<file path="config.mk">
export PLATFORM = sky130hd
export DESIGN_NAME = ipipe4_ctrl
export DESIGN_NICKNAME = d
export VERILOG_FILES = /design/src/rtl/ipipe4_pkg.sv /design/src/rtl/ipipe4_mem.sv /design/src/rtl/ipipe4_regfile.sv /design/src/rtl/ipipe4_hazard.sv /design/src/rtl/ipipe4_ctrl.sv
export SDC_FILE = /design/constraint.sdc
export NUM_CORES = 1
export LEC_CHECK = 0
export CORE_ASPECT_RATIO = 1.4
export CORE_MARGIN = 8
export CORE_UTILIZATION = 60
export CTS_CLUSTER_SIZE = 28
export DETAILED_ROUTE_END_ITERATION = 6
export PLACE_DENSITY = 0.86
export SETUP_SLACK_MARGIN = 0.1
export SYNTH_ARGS = -nofsm -noshare
export SYNTH_HDL_FRONTEND = slang
export SYNTH_SLANG_ARGS = --single-unit
</file>
<file path="constraint.sdc">
create_clock -name clk -period 5 [get_ports clk]
set_clock_uncertainty 0.2 [all_clocks]
set_input_delay 1 -clock clk [delete_from_list [all_inputs] [get_ports clk]]
set_output_delay 1 -clock clk [all_outputs]
set_load 0.01 [all_outputs]
</file>
<file path="src/rtl/ipipe4_pkg.sv">
package ipipe4_pkg;
   typedef enum logic [2:0] {
      OP_NOP  = 3'd0,
      OP_LOAD = 3'd1,
      OP_ADD  = 3'd2,
      OP_SUB  = 3'd3,
      OP_INC  = 3'd4,
      OP_JMP  = 3'd5
   } op_e;

   function automatic logic uses_src1(logic [2:0] op);
      return (op == OP_ADD) || (op == OP_SUB) || (op == OP_INC);
   endfunction

   function automatic logic uses_src2(logic [2:0] op);
      return (op == OP_ADD) || (op == OP_SUB);
   endfunction

   function automatic logic writes_reg(logic [2:0] op);
      return (op == OP_LOAD) || (op == OP_ADD) || (op == OP_SUB) || (op == OP_INC);
   endfunction

   function automatic logic is_jump(logic [2:0] op);
      return op == OP_JMP;
   endfunction
endpackage

</file>
<file path="src/rtl/ipipe4_mem.sv">
module ipipe4_mem #(
   parameter int IW = 13,
   parameter int AW = 4,
   localparam int DEPTH = 1 << AW
) (
   input  logic          clk,
   input  logic          we,
   input  logic [AW-1:0] waddr,
   input  logic [IW-1:0] wdata,
   input  logic [AW-1:0] raddr,
   output logic [IW-1:0] rdata
);
   logic [IW-1:0] cells [DEPTH];

   always_ff @(posedge clk) begin
      if (we) cells[waddr] <= wdata;
   end

   assign rdata = cells[raddr];
endmodule

</file>
<file path="src/rtl/ipipe4_regfile.sv">
module ipipe4_regfile #(
   parameter int DW   = 8,
   parameter int NREG = 4,
   localparam int RW  = $clog2(NREG)
) (
   input  logic          clk,
   input  logic          rst_n,
   input  logic          we,
   input  logic [RW-1:0] waddr,
   input  logic [DW-1:0] wdata,
   input  logic [RW-1:0] ra,
   input  logic [RW-1:0] rb,
   input  logic [RW-1:0] rc,
   output logic [DW-1:0] qa,
   output logic [DW-1:0] qb,
   output logic [DW-1:0] qc
);
   logic [DW-1:0] regs [NREG];

   always_ff @(posedge clk) begin
      if (!rst_n) begin
         for (int i = 0; i < NREG; i++) regs[i] <= '0;
      end else if (we) begin
         regs[waddr] <= wdata;
      end
   end

   assign qa = regs[ra];
   assign qb = regs[rb];
   assign qc = regs[rc];
endmodule

</file>
<file path="src/rtl/ipipe4_hazard.sv">
module ipipe4_hazard
   import ipipe4_pkg::*;
#(
   parameter int DW      = 8,
   parameter int RW      = 2,
   parameter int FORWARD = 1
) (
   input  logic          fo_valid,
   input  logic [2:0]    fo_op,
   input  logic [RW-1:0] fo_src1,
   input  logic [RW-1:0] fo_src2,
   input  logic          ex_valid,
   input  logic [2:0]    ex_op,
   input  logic [RW-1:0] ex_dst,
   input  logic [DW-1:0] ex_result,
   input  logic [DW-1:0] rf_a,
   input  logic [DW-1:0] rf_b,
   output logic [DW-1:0] opnd_a,
   output logic [DW-1:0] opnd_b,
   output logic          hold
);
   logic ex_wr, hit_a, hit_b;

   assign ex_wr = ex_valid && writes_reg(ex_op);
   assign hit_a = fo_valid && ex_wr && uses_src1(fo_op) && (ex_dst == fo_src1);
   assign hit_b = fo_valid && ex_wr && uses_src2(fo_op) && (ex_dst == fo_src2);

   if (FORWARD != 0) begin : g_bypass
      assign opnd_a = hit_a ? ex_result : rf_a;
      assign opnd_b = hit_b ? ex_result : rf_b;
      assign hold   = 1'b0;
   end else begin : g_interlock
      assign opnd_a = rf_a;
      assign opnd_b = rf_b;
      assign hold   = hit_a || hit_b;
   end
endmodule

</file>
<file path="src/rtl/ipipe4_ctrl.sv">
module ipipe4_ctrl
   import ipipe4_pkg::*;
#(
   parameter int DW      = 8,
   parameter int AW      = 4,
   parameter int NREG    = 4,
   parameter int FORWARD = 1,
   localparam int RW     = $clog2(NREG),
   localparam int IW     = 3 + 3 * RW + AW
) (
   input  logic          clk,
   input  logic          rst_n,
   input  logic          run,
   input  logic          load_we,
   input  logic [AW-1:0] load_addr,
   input  logic [IW-1:0] load_data,
   output logic [3:0]    stage_busy,
   output logic          ret_valid,
   output logic [AW-1:0] ret_pc,
   output logic          ret_wen,
   output logic [RW-1:0] ret_rd,
   output logic [DW-1:0] ret_data,
   input  logic [RW-1:0] dbg_addr,
   output logic [DW-1:0] dbg_data
);
   localparam int OP_LSB = IW - 3;
   localparam int RD_LSB = OP_LSB - RW;
   localparam int S1_LSB = RD_LSB - RW;
   localparam int S2_LSB = S1_LSB - RW;

   if (IW < DW) begin : g_bad_width
      $error("instruction word narrower than data word");
   end
   if (NREG < 2) begin : g_bad_nreg
      $error("NREG must be at least 2");
   end
   if (FORWARD != 0 && FORWARD != 1) begin : g_bad_mode
      $error("FORWARD must be 0 or 1");
   end

   // fetch address and stage registers
   logic [AW-1:0] pc;
   logic          d_v;
   logic [AW-1:0] d_pc;
   logic [IW-1:0] d_ins;
   logic          o_v;
   logic [AW-1:0] o_pc, o_ea;
   logic [2:0]    o_op;
   logic [RW-1:0] o_rd, o_s1, o_s2;
   logic          x_v;
   logic [AW-1:0] x_pc, x_ea;
   logic [2:0]    x_op;
   logic [RW-1:0] x_rd;
   logic [DW-1:0] x_a, x_b;

   logic          fo_mem, jmp_live, hz_hold, fetch_go, ex_we;
   logic [AW-1:0] mem_addr;
   logic [IW-1:0] mem_q;
   logic [DW-1:0] rf_a, rf_b, opa, opb, ex_res;

   assign fo_mem   = o_v && (o_op == OP_LOAD);
   assign mem_addr = fo_mem ? o_ea : pc;
   assign jmp_live = (d_v && is_jump(d_ins[OP_LSB +: 3])) ||
                     (o_v && is_jump(o_op)) || (x_v && is_jump(x_op));
   assign fetch_go = run && !jmp_live && !fo_mem && !hz_hold;

   ipipe4_mem #(.IW(IW), .AW(AW)) u_mem (
      .clk(clk), .we(load_we), .waddr(load_addr), .wdata(load_data),
      .raddr(mem_addr), .rdata(mem_q));

   ipipe4_regfile #(.DW(DW), .NREG(NREG)) u_rf (
      .clk(clk), .rst_n(rst_n), .we(ex_we), .waddr(x_rd), .wdata(ex_res),
      .ra(o_s1), .rb(o_s2), .rc(dbg_addr), .qa(rf_a), .qb(rf_b), .qc(dbg_data));

   ipipe4_hazard #(.DW(DW), .RW(RW), .FORWARD(FORWARD)) u_hz (
      .fo_valid(o_v), .fo_op(o_op), .fo_src1(o_s1), .fo_src2(o_s2),
      .ex_valid(x_v), .ex_op(x_op), .ex_dst(x_rd), .ex_result(ex_res),
      .rf_a(rf_a), .rf_b(rf_b), .opnd_a(opa), .opnd_b(opb), .hold(hz_hold));

   always_comb begin
      case (x_op)
         OP_LOAD: ex_res = x_b;
         OP_ADD:  ex_res = x_a + x_b;
         OP_SUB:  ex_res = x_a - x_b;
         OP_INC:  ex_res = x_a + DW'(1);
         default: ex_res = '0;
      endcase
   end
   assign ex_we = x_v && writes_reg(x_op);

   always_ff @(posedge clk) begin
      if (!rst_n) begin
         pc  <= '0;
         d_v <= 1'b0;
         o_v <= 1'b0;
         x_v <= 1'b0;
      end else begin
         if (x_v && is_jump(x_op)) pc <= x_ea;
         else if (fetch_go)        pc <= pc + AW'(1);
         if (!hz_hold) begin
            d_v <= fetch_go;
            o_v <= d_v;
            x_v <= o_v;
         end else begin
            x_v <= 1'b0;
         end
      end
   end

   always_ff @(posedge clk) begin
      if (!hz_hold) begin
         d_pc  <= pc;
         d_ins <= mem_q;
         o_pc  <= d_pc;
         o_op  <= d_ins[OP_LSB +: 3];
         o_rd  <= d_ins[RD_LSB +: RW];
         o_s1  <= d_ins[S1_LSB +: RW];
         o_s2  <= d_ins[S2_LSB +: RW];
         o_ea  <= d_ins[AW-1:0];
         x_pc  <= o_pc;
         x_op  <= o_op;
         x_rd  <= o_rd;
         x_ea  <= o_ea;
         x_a   <= opa;
         x_b   <= fo_mem ? mem_q[DW-1:0] : opb;
      end
   end

   assign stage_busy = {x_v, o_v, d_v, fetch_go};
   assign ret_valid  = x_v;
   assign ret_pc     = x_pc;
   assign ret_wen    = ex_we;
   assign ret_rd     = x_rd;
   assign ret_data   = ex_res;

   // checker state: last retired instruction
   logic          p_have, p_jmp;
   logic [AW-1:0] p_pc, p_tgt;
   always_ff @(posedge clk) begin
      if (!rst_n) begin
         p_have <= 1'b0;
         p_jmp  <= 1'b0;
         p_pc   <= '0;
         p_tgt  <= '0;
      end else if (x_v) begin
         p_have <= 1'b1;
         p_jmp  <= is_jump(x_op);
         p_pc   <= x_pc;
         p_tgt  <= x_ea;
      end
   end

   AST_RETIRE_ORDER: assert property (@(posedge clk) disable iff (!rst_n)
      (x_v && p_have) |-> (x_pc == (p_jmp ? p_tgt : p_pc + AW'(1))));
   AST_JUMP_SHADOW: assert property (@(posedge clk) disable iff (!rst_n)
      (x_v && is_jump(x_op)) |=> !x_v ##1 !x_v ##1 !x_v);
   AST_LOAD_OWNS_MEM: assert property (@(posedge clk) disable iff (!rst_n)
      (o_v && o_op == OP_LOAD) |=> !d_v);

   if (FORWARD == 0) begin : g_chk_ilk
      AST_INTERLOCK_BUBBLE: assert property (@(posedge clk) disable iff (!rst_n)
         hz_hold |=> (!x_v && o_v && $stable(o_pc)));
   end else begin : g_chk_fwd
      AST_BYPASS_FLOW: assert property (@(posedge clk) disable iff (!rst_n)
         o_v |=> x_v);
   end
endmodule

</file>
==> results of run 1 <==
## registers in the layout, indices dropped and copies added (netlist names), 4 cells and up
| register | cells |
|---|---|
| u_mem.cells | 208 |
| o_ea | 4 |
| x_a | 8 |
| d_pc | 4 |
| d_ins | 13 |
| pc | 4 |
| o_pc | 4 |
| u_rf.regs | 32 |
| x_b | 8 |
| ret_pc | 4 |
| x_ea | 4 |
## kinds of logic after synthesis
logic type      after synthesis
flops                       310
simple gates                250
compound gates              117
mux                         108
buf+inv                      58
xor+xnor                     16
fa+ha+maj                    10
## layout make-up
type	instances	area, µm²
clock buffer	36	741
tap	260	325
inverter	16	60.1
sequential	310	8610
clock inverter	16	156
multi-input combinational	501	3920
timing repair buffer	72	673
fill	1361	6560
## where the power goes
group          internal [mW]  total (mW)  switching, mW
logic                  0.625        1.41          0.783
registers               2.97        3.15          0.183
clock network           1.16        2.08          0.920
total                   4.75        6.64           1.89
## what timing repair did
action,in CTS,in global routing
resized for setup,3,14
buffers inserted,2,1
pin swaps,1,2
setup endpoints to repair,4,5
## through the flow
step	instance area, µm²	hold slack, ps	instances
after floorplan	12800	110	869
after global placement	13500	111	1156
after detailed placement	13500	112	1156
after CTS	14400	121	1210
after global routing	14500	124	1211
final	14500	122	1211
## routing by layer
metal | wire, µm | vias up
met3 | 1870 | 78
li1 | - | 3419
met1 | 10300 | 3774
met4 | 945 | 0
met5 | 0 | -
met2 | 15300 | 357
## worst paths after layout
path | slack, ps | cells after the start | endpoint
worst max register to register | 1070 | 7 | x_b[7]
worst min register to register | 120 | 0 | o_pc[1]
worst min-delay path | 120 | 0 | o_pc[1]
worst max-delay path | 330 | 11 | ret_data[3]
## cell usage in the layout, fill, tap and decap left out, types with 4 or more instances in the layout
cell,instances
edfxtp_1,240
nand2_1,92
nor2_1,83
dfxtp_1,67
mux2i_1,50
clkdlybuf4s50_1,47
mux4_2,29
a21oi_1,28
clkbuf_16,28
buf_4,22
nand3_1,19
mux2_2,17
a32oi_1,17
inv_1,15
a22oi_1,12
o21ai_0,12
and2_1,10
xnor2_1,9
ha_1,8
xor2_1,7
a31oi_1,7
a211oi_1,7
clkbuf_1,7
nand4_1,6
nor2b_1,5
nor2_2,5
mux4_1,5
o211a_1,5
clkinvlp_4,5
mux2i_4,4
o221ai_1,4
nand4b_1,4
nor3_2,4
clkinv_1,4
## worst max-delay path: cells and delay by family, from the launching register on
family	cells	cell delay (ps)
xor+xnor	1	180
simple gates	1	370
fa+ha+maj	2	550
compound gates	4	730
buf+inv	3	750
flops	1	360
==> results_dict.tcl, run 1 <==
set metrics [dict create \
    grt-busiest-layer "met2" \
    synthFlopType "edfxtp_1" \
    ys_types 64 \
    synth_mux_area_share_pct 12.6 \
    core-area_um2 21000 \
    use_met3_pct 2.94 \
    drtIter0Drc 687 \
    hold_violations 0 \
    drive_above_1_share_pct 15.9 \
    wl_per_cell_um 23.5 \
    synthTopCellsByArea "edfxtp_1 (56%), dfxtp_1 (11%), mux4_2 (5.1%)" \
    clkTransAtPathRegs_ps 60 \
    status "finished, final reports clean" \
    fp.dieW_um 139 \
    drv_cap 0 \
    syn-instance-count 869 \
    synth_edf_count 240 \
    yosys_warnings 0 \
    ir_worst_vdd_mv 0.373 \
    final_util_pct 68.8 \
    leakagePower_nw 5.17 \
    track_usage_pct 21.5 \
    drt_first_pass_iters 5 \
    grt_pass1_wl_um 43500 \
    syn_to_final_growth_pct 13.4 \
    io_pins 51 \
    synthAdderAreaFrac_pct 1.04 \
    cts_buffers 28 \
    die_h_um 189 \
    crit_chain "inv_1 -> ha_1 -> or3_1 -> a21oi_1 -> ha_1 -> a21oi_2 -> xnor2_1 -> a22oi_1 -> o21a_1 -> inv_1 -> clkdlybuf4s50_1" \
    start_util_pct 60.7 \
    min_path_type "reg -> reg" \
    portBuffers 50 \
    dieArea_um2 26300 \
    synthTopCellsByCount "edfxtp_1 (240), nand2_1 (92), nor2_1 (87)" \
    diodes 0 \
    final-setup-viol-count 0 \
    clock_latency_ps 550 \
    worstReg2RegStart "o_v" \
    synth.yosys.seq_area_share_pct 67.4 \
    finalPower_mw 6.64 \
    syn_avg_cell_area_um2 14.7 \
    use_met1_pct 24.3 \
    async_reset_ff_share_pct 0 \
    clock.fmax_ghz 0.214 \
    antenna_found_initial 0 \
    synth_xor_area_share_pct 1.10 \
    drv_slew 0 \
    cts_buffer_depth 3 \
    num_rows 63 \
    cts-hold-fix-buffers 0 \
    routed_wl_um 28500 \
    ys_seq_elements 310 \
    slew_headroom_pct 32.1 \
    setup_tns_ps 0 \
    grt_pass1_vias 7720 \
    powerDensity_nw_per_um2 458 \
    num-nets-final 962 \
    critPathSlowestCell "clkdlybuf4s50_1" \
    dp_hpwl_um 18500 \
    overflow 0 \
    vias 7628 \
    end_kind "output port" \
    syn-num-nets 902 \
    cts_tree "done" \
    setup_ws_ps 325 \
    yosysMostFrequentCell "edfxtp_1" \
    synth_compound_area_share_pct 6.42 \
    synth_top_cell_area_share_pct 56.4 \
    slowest_delay_ps 550 \
    hold_start "d_pc[1]" \
    arrival_ps 3470 \
    yosys.area.top_type "edfxtp_1" \
    synthSimpleGateAreaFrac_pct 8.93 \
    cts_root_buf "clkbuf_16" \
    worstPathMaxFanout 5 \
    post-route-min-period_ps 4670 \
    use_met2_pct 39.8 \
    routabilityCongestion 0.850 \
    h-tree-depth 1 \
    synth_top_family_by_area "multiplexers" \
    grt_setup_unrepaired "no" \
    tightest_slew_ps 998 \
    period_share_pct 93.5 \
    start_kind "register" \
    pre_cts_slack_ps 449 \
    syn_area_um2 12800 \
    critPathKind "reg -> out" \
    grt_max_degree 53 \
    ant_nets 0 \
    required_ps 3800 \
    startpoint "x_b[0]" \
    routed_via_density 6.30 \
    drcViolationCount 0 \
    cts.sinks 310 \
]
(Power assumes the default switching activity.)
==> run 2: changes to the inputs <==
--- a/config.mk
+++ b/config.mk
@@ -5,10 +5,10 @@
 export SDC_FILE = /design/constraint.sdc
 export NUM_CORES = 1
 export LEC_CHECK = 0
+export CAP_MARGIN = 40
 export CORE_ASPECT_RATIO = 1.4
 export CORE_MARGIN = 8
 export CORE_UTILIZATION = 60
-export CTS_CLUSTER_SIZE = 28
 export DETAILED_ROUTE_END_ITERATION = 6
 export PLACE_DENSITY = 0.86
 export SETUP_SLACK_MARGIN = 0.1
==> results_dict.tcl, run 2 (same netlist as run 1, synthesis figures left out) <==
set metrics [dict create \
    finalPower_mw 6.90 \
    clkTransAtPathRegs_ps 70 \
    fin_area_um2 14700 \
    largestRegisters "u_mem.cells: 208 flops, u_rf.regs: 32 flops, d_ins: 13 flops" \
    die_h_um 189 \
    use_met3_pct 3.27 \
    tightest_slew_ps 875 \
    hold_violations 0 \
    grt_setup_unrepaired "no" \
    pre_cts_slack_ps 436 \
    worstPathMaxFanout 7 \
    drt_first_pass_iters 5 \
    min_path_type "reg -> reg" \
    end_kind "output port" \
    slew_headroom_pct 40.4 \
    dp.cells 1163 \
    slowest_delay_ps 550 \
    ant_nets 0 \
    syn_to_final_growth_pct 15.5 \
    final_util_pct 70.1 \
    fp.dieW_um 139 \
    cts_buffers 29 \
    top_register "u_mem.cells" \
    drv_slew 0 \
    powerDensity_nw_per_um2 468 \
    fin_cells 1222 \
    routed_via_density 6.33 \
    clock.fmax_ghz 0.212 \
    cts.sinks 310 \
    start_kind "register" \
    cts_buffer_depth 3 \
    routed_wl_um 29100 \
    clock_latency_ps 540 \
    num-nets-final 972 \
    critPathKind "reg -> out" \
    overflow 0 \
    portBuffers 50 \
    dieArea_um2 26300 \
    routabilityCongestion 0.850 \
    required_ps 3800 \
    num_rows 63 \
    start_util_pct 60.7 \
    setup_ws_ps 282 \
    vias 7735 \
    cts_tree "done" \
    use_met1_pct 24.2 \
    wl_per_cell_um 23.8 \
    placedInstanceArea_um2 13600 \
    io_pins 51 \
    cts_root_buf "clkbuf_16" \
    status "finished, final reports clean" \
    crit_chain "nand3b_1 -> mux2_2 -> ha_1 -> a21o_1 -> a21oi_1 -> xnor2_1 -> a22oi_1 -> o21a_1 -> inv_1 -> clkdlybuf4s50_1" \
    drive_above_1_share_pct 17.0 \
    diodes 0 \
    setup_tns_ps 0 \
    grt_pass1_wl_um 44200 \
    track_usage_pct 21.8 \
    largest_reg_flops 208 \
    grt-busiest-layer "met2" \
    grt_max_degree 53 \
    post-route-min-period_ps 4720 \
    period_share_pct 94.4 \
    final_common_cell "edfxtp_1" \
    core-area_um2 21000 \
    leakagePower_nw 5.32 \
    drtIter0Drc 690 \
    ir_worst_vdd_mv 0.514 \
    drcViolationCount 0 \
    arrival_ps 3520 \
    final-setup-viol-count 0 \
    holdWs_ps 126 \
    use_met2_pct 40.2 \
    h-tree-depth 1 \
    antenna_found_initial 0 \
    dp_hpwl_um 18700 \
    final_cell_mix "edfxtp_1 (240), nand2_1 (92), nor2_1 (83)" \
    critPathSlowestCell "clkdlybuf4s50_1" \
    grt_pass1_vias 7814 \
    drv_cap 0 \
]
run 2: cell types whose count changed in the layout (fill, tap and decap cells not counted), moves of 2 or more:
cell and delta:
clkinvlp_4 -4, clkinv_2 +2, clkinv_1 -4, buf_4 +3
bufinv_16 +3, buf_16 +2, buf_8 +4, clkbuf_8 +3
run 2: cell type report:
class	count	area (µm²)
sequential	310	8610
clock inverter	13	206
timing repair buffer	81	811
fill	1311	6300
multi-input combinational	501	3920
tap	260	325
clock buffer	41	816
inverter	16	60.1
run 2: power by group:
part,switching (mW),internal [mW],total (mW)
combinational,0.786,0.643,1.43
sequential,0.188,2.97,3.16
clock,0.918,1.40,2.32
run 2: worst max-delay path, delay by kind of cell, from the launching register on:
family / cells / cell delay, ps
AO/OA/AOI/OAI: 4 / 760
XOR/XNOR: 1 / 180
adder cells (fa/ha/maj): 1 / 280
buffers and inverters: 2 / 680
flip-flops: 1 / 410
multiplexers: 1 / 400
AND/OR/NAND/NOR: 1 / 260
run 2: metal layers:
layer | up-vias | wire (µm)
li1 | 3435 | -
met1 | 3847 | 10500
met2 | 370 | 15500
met3 | 83 | 1940
met4 | 0 | 1160
met5 | - | 0
run 2: timing repair:
action,CTS,global route
endpoints found under the setup margin,4,4
buffers inserted,1,3
pin swaps,1,2
gates resized for setup,3,11
hold buffers,0,0
run 2: path summary, 6_finish.rpt:
path           start     endpoint  slack [ps]  cells past startpoint
min reg2reg  o_pc[0]    ret_pc[0]         130                      0
max          x_op[2]  ret_data[3]         280                     10
min          o_pc[0]    ret_pc[0]         130                      0
max reg2reg      o_v       x_b[7]        1320                      8
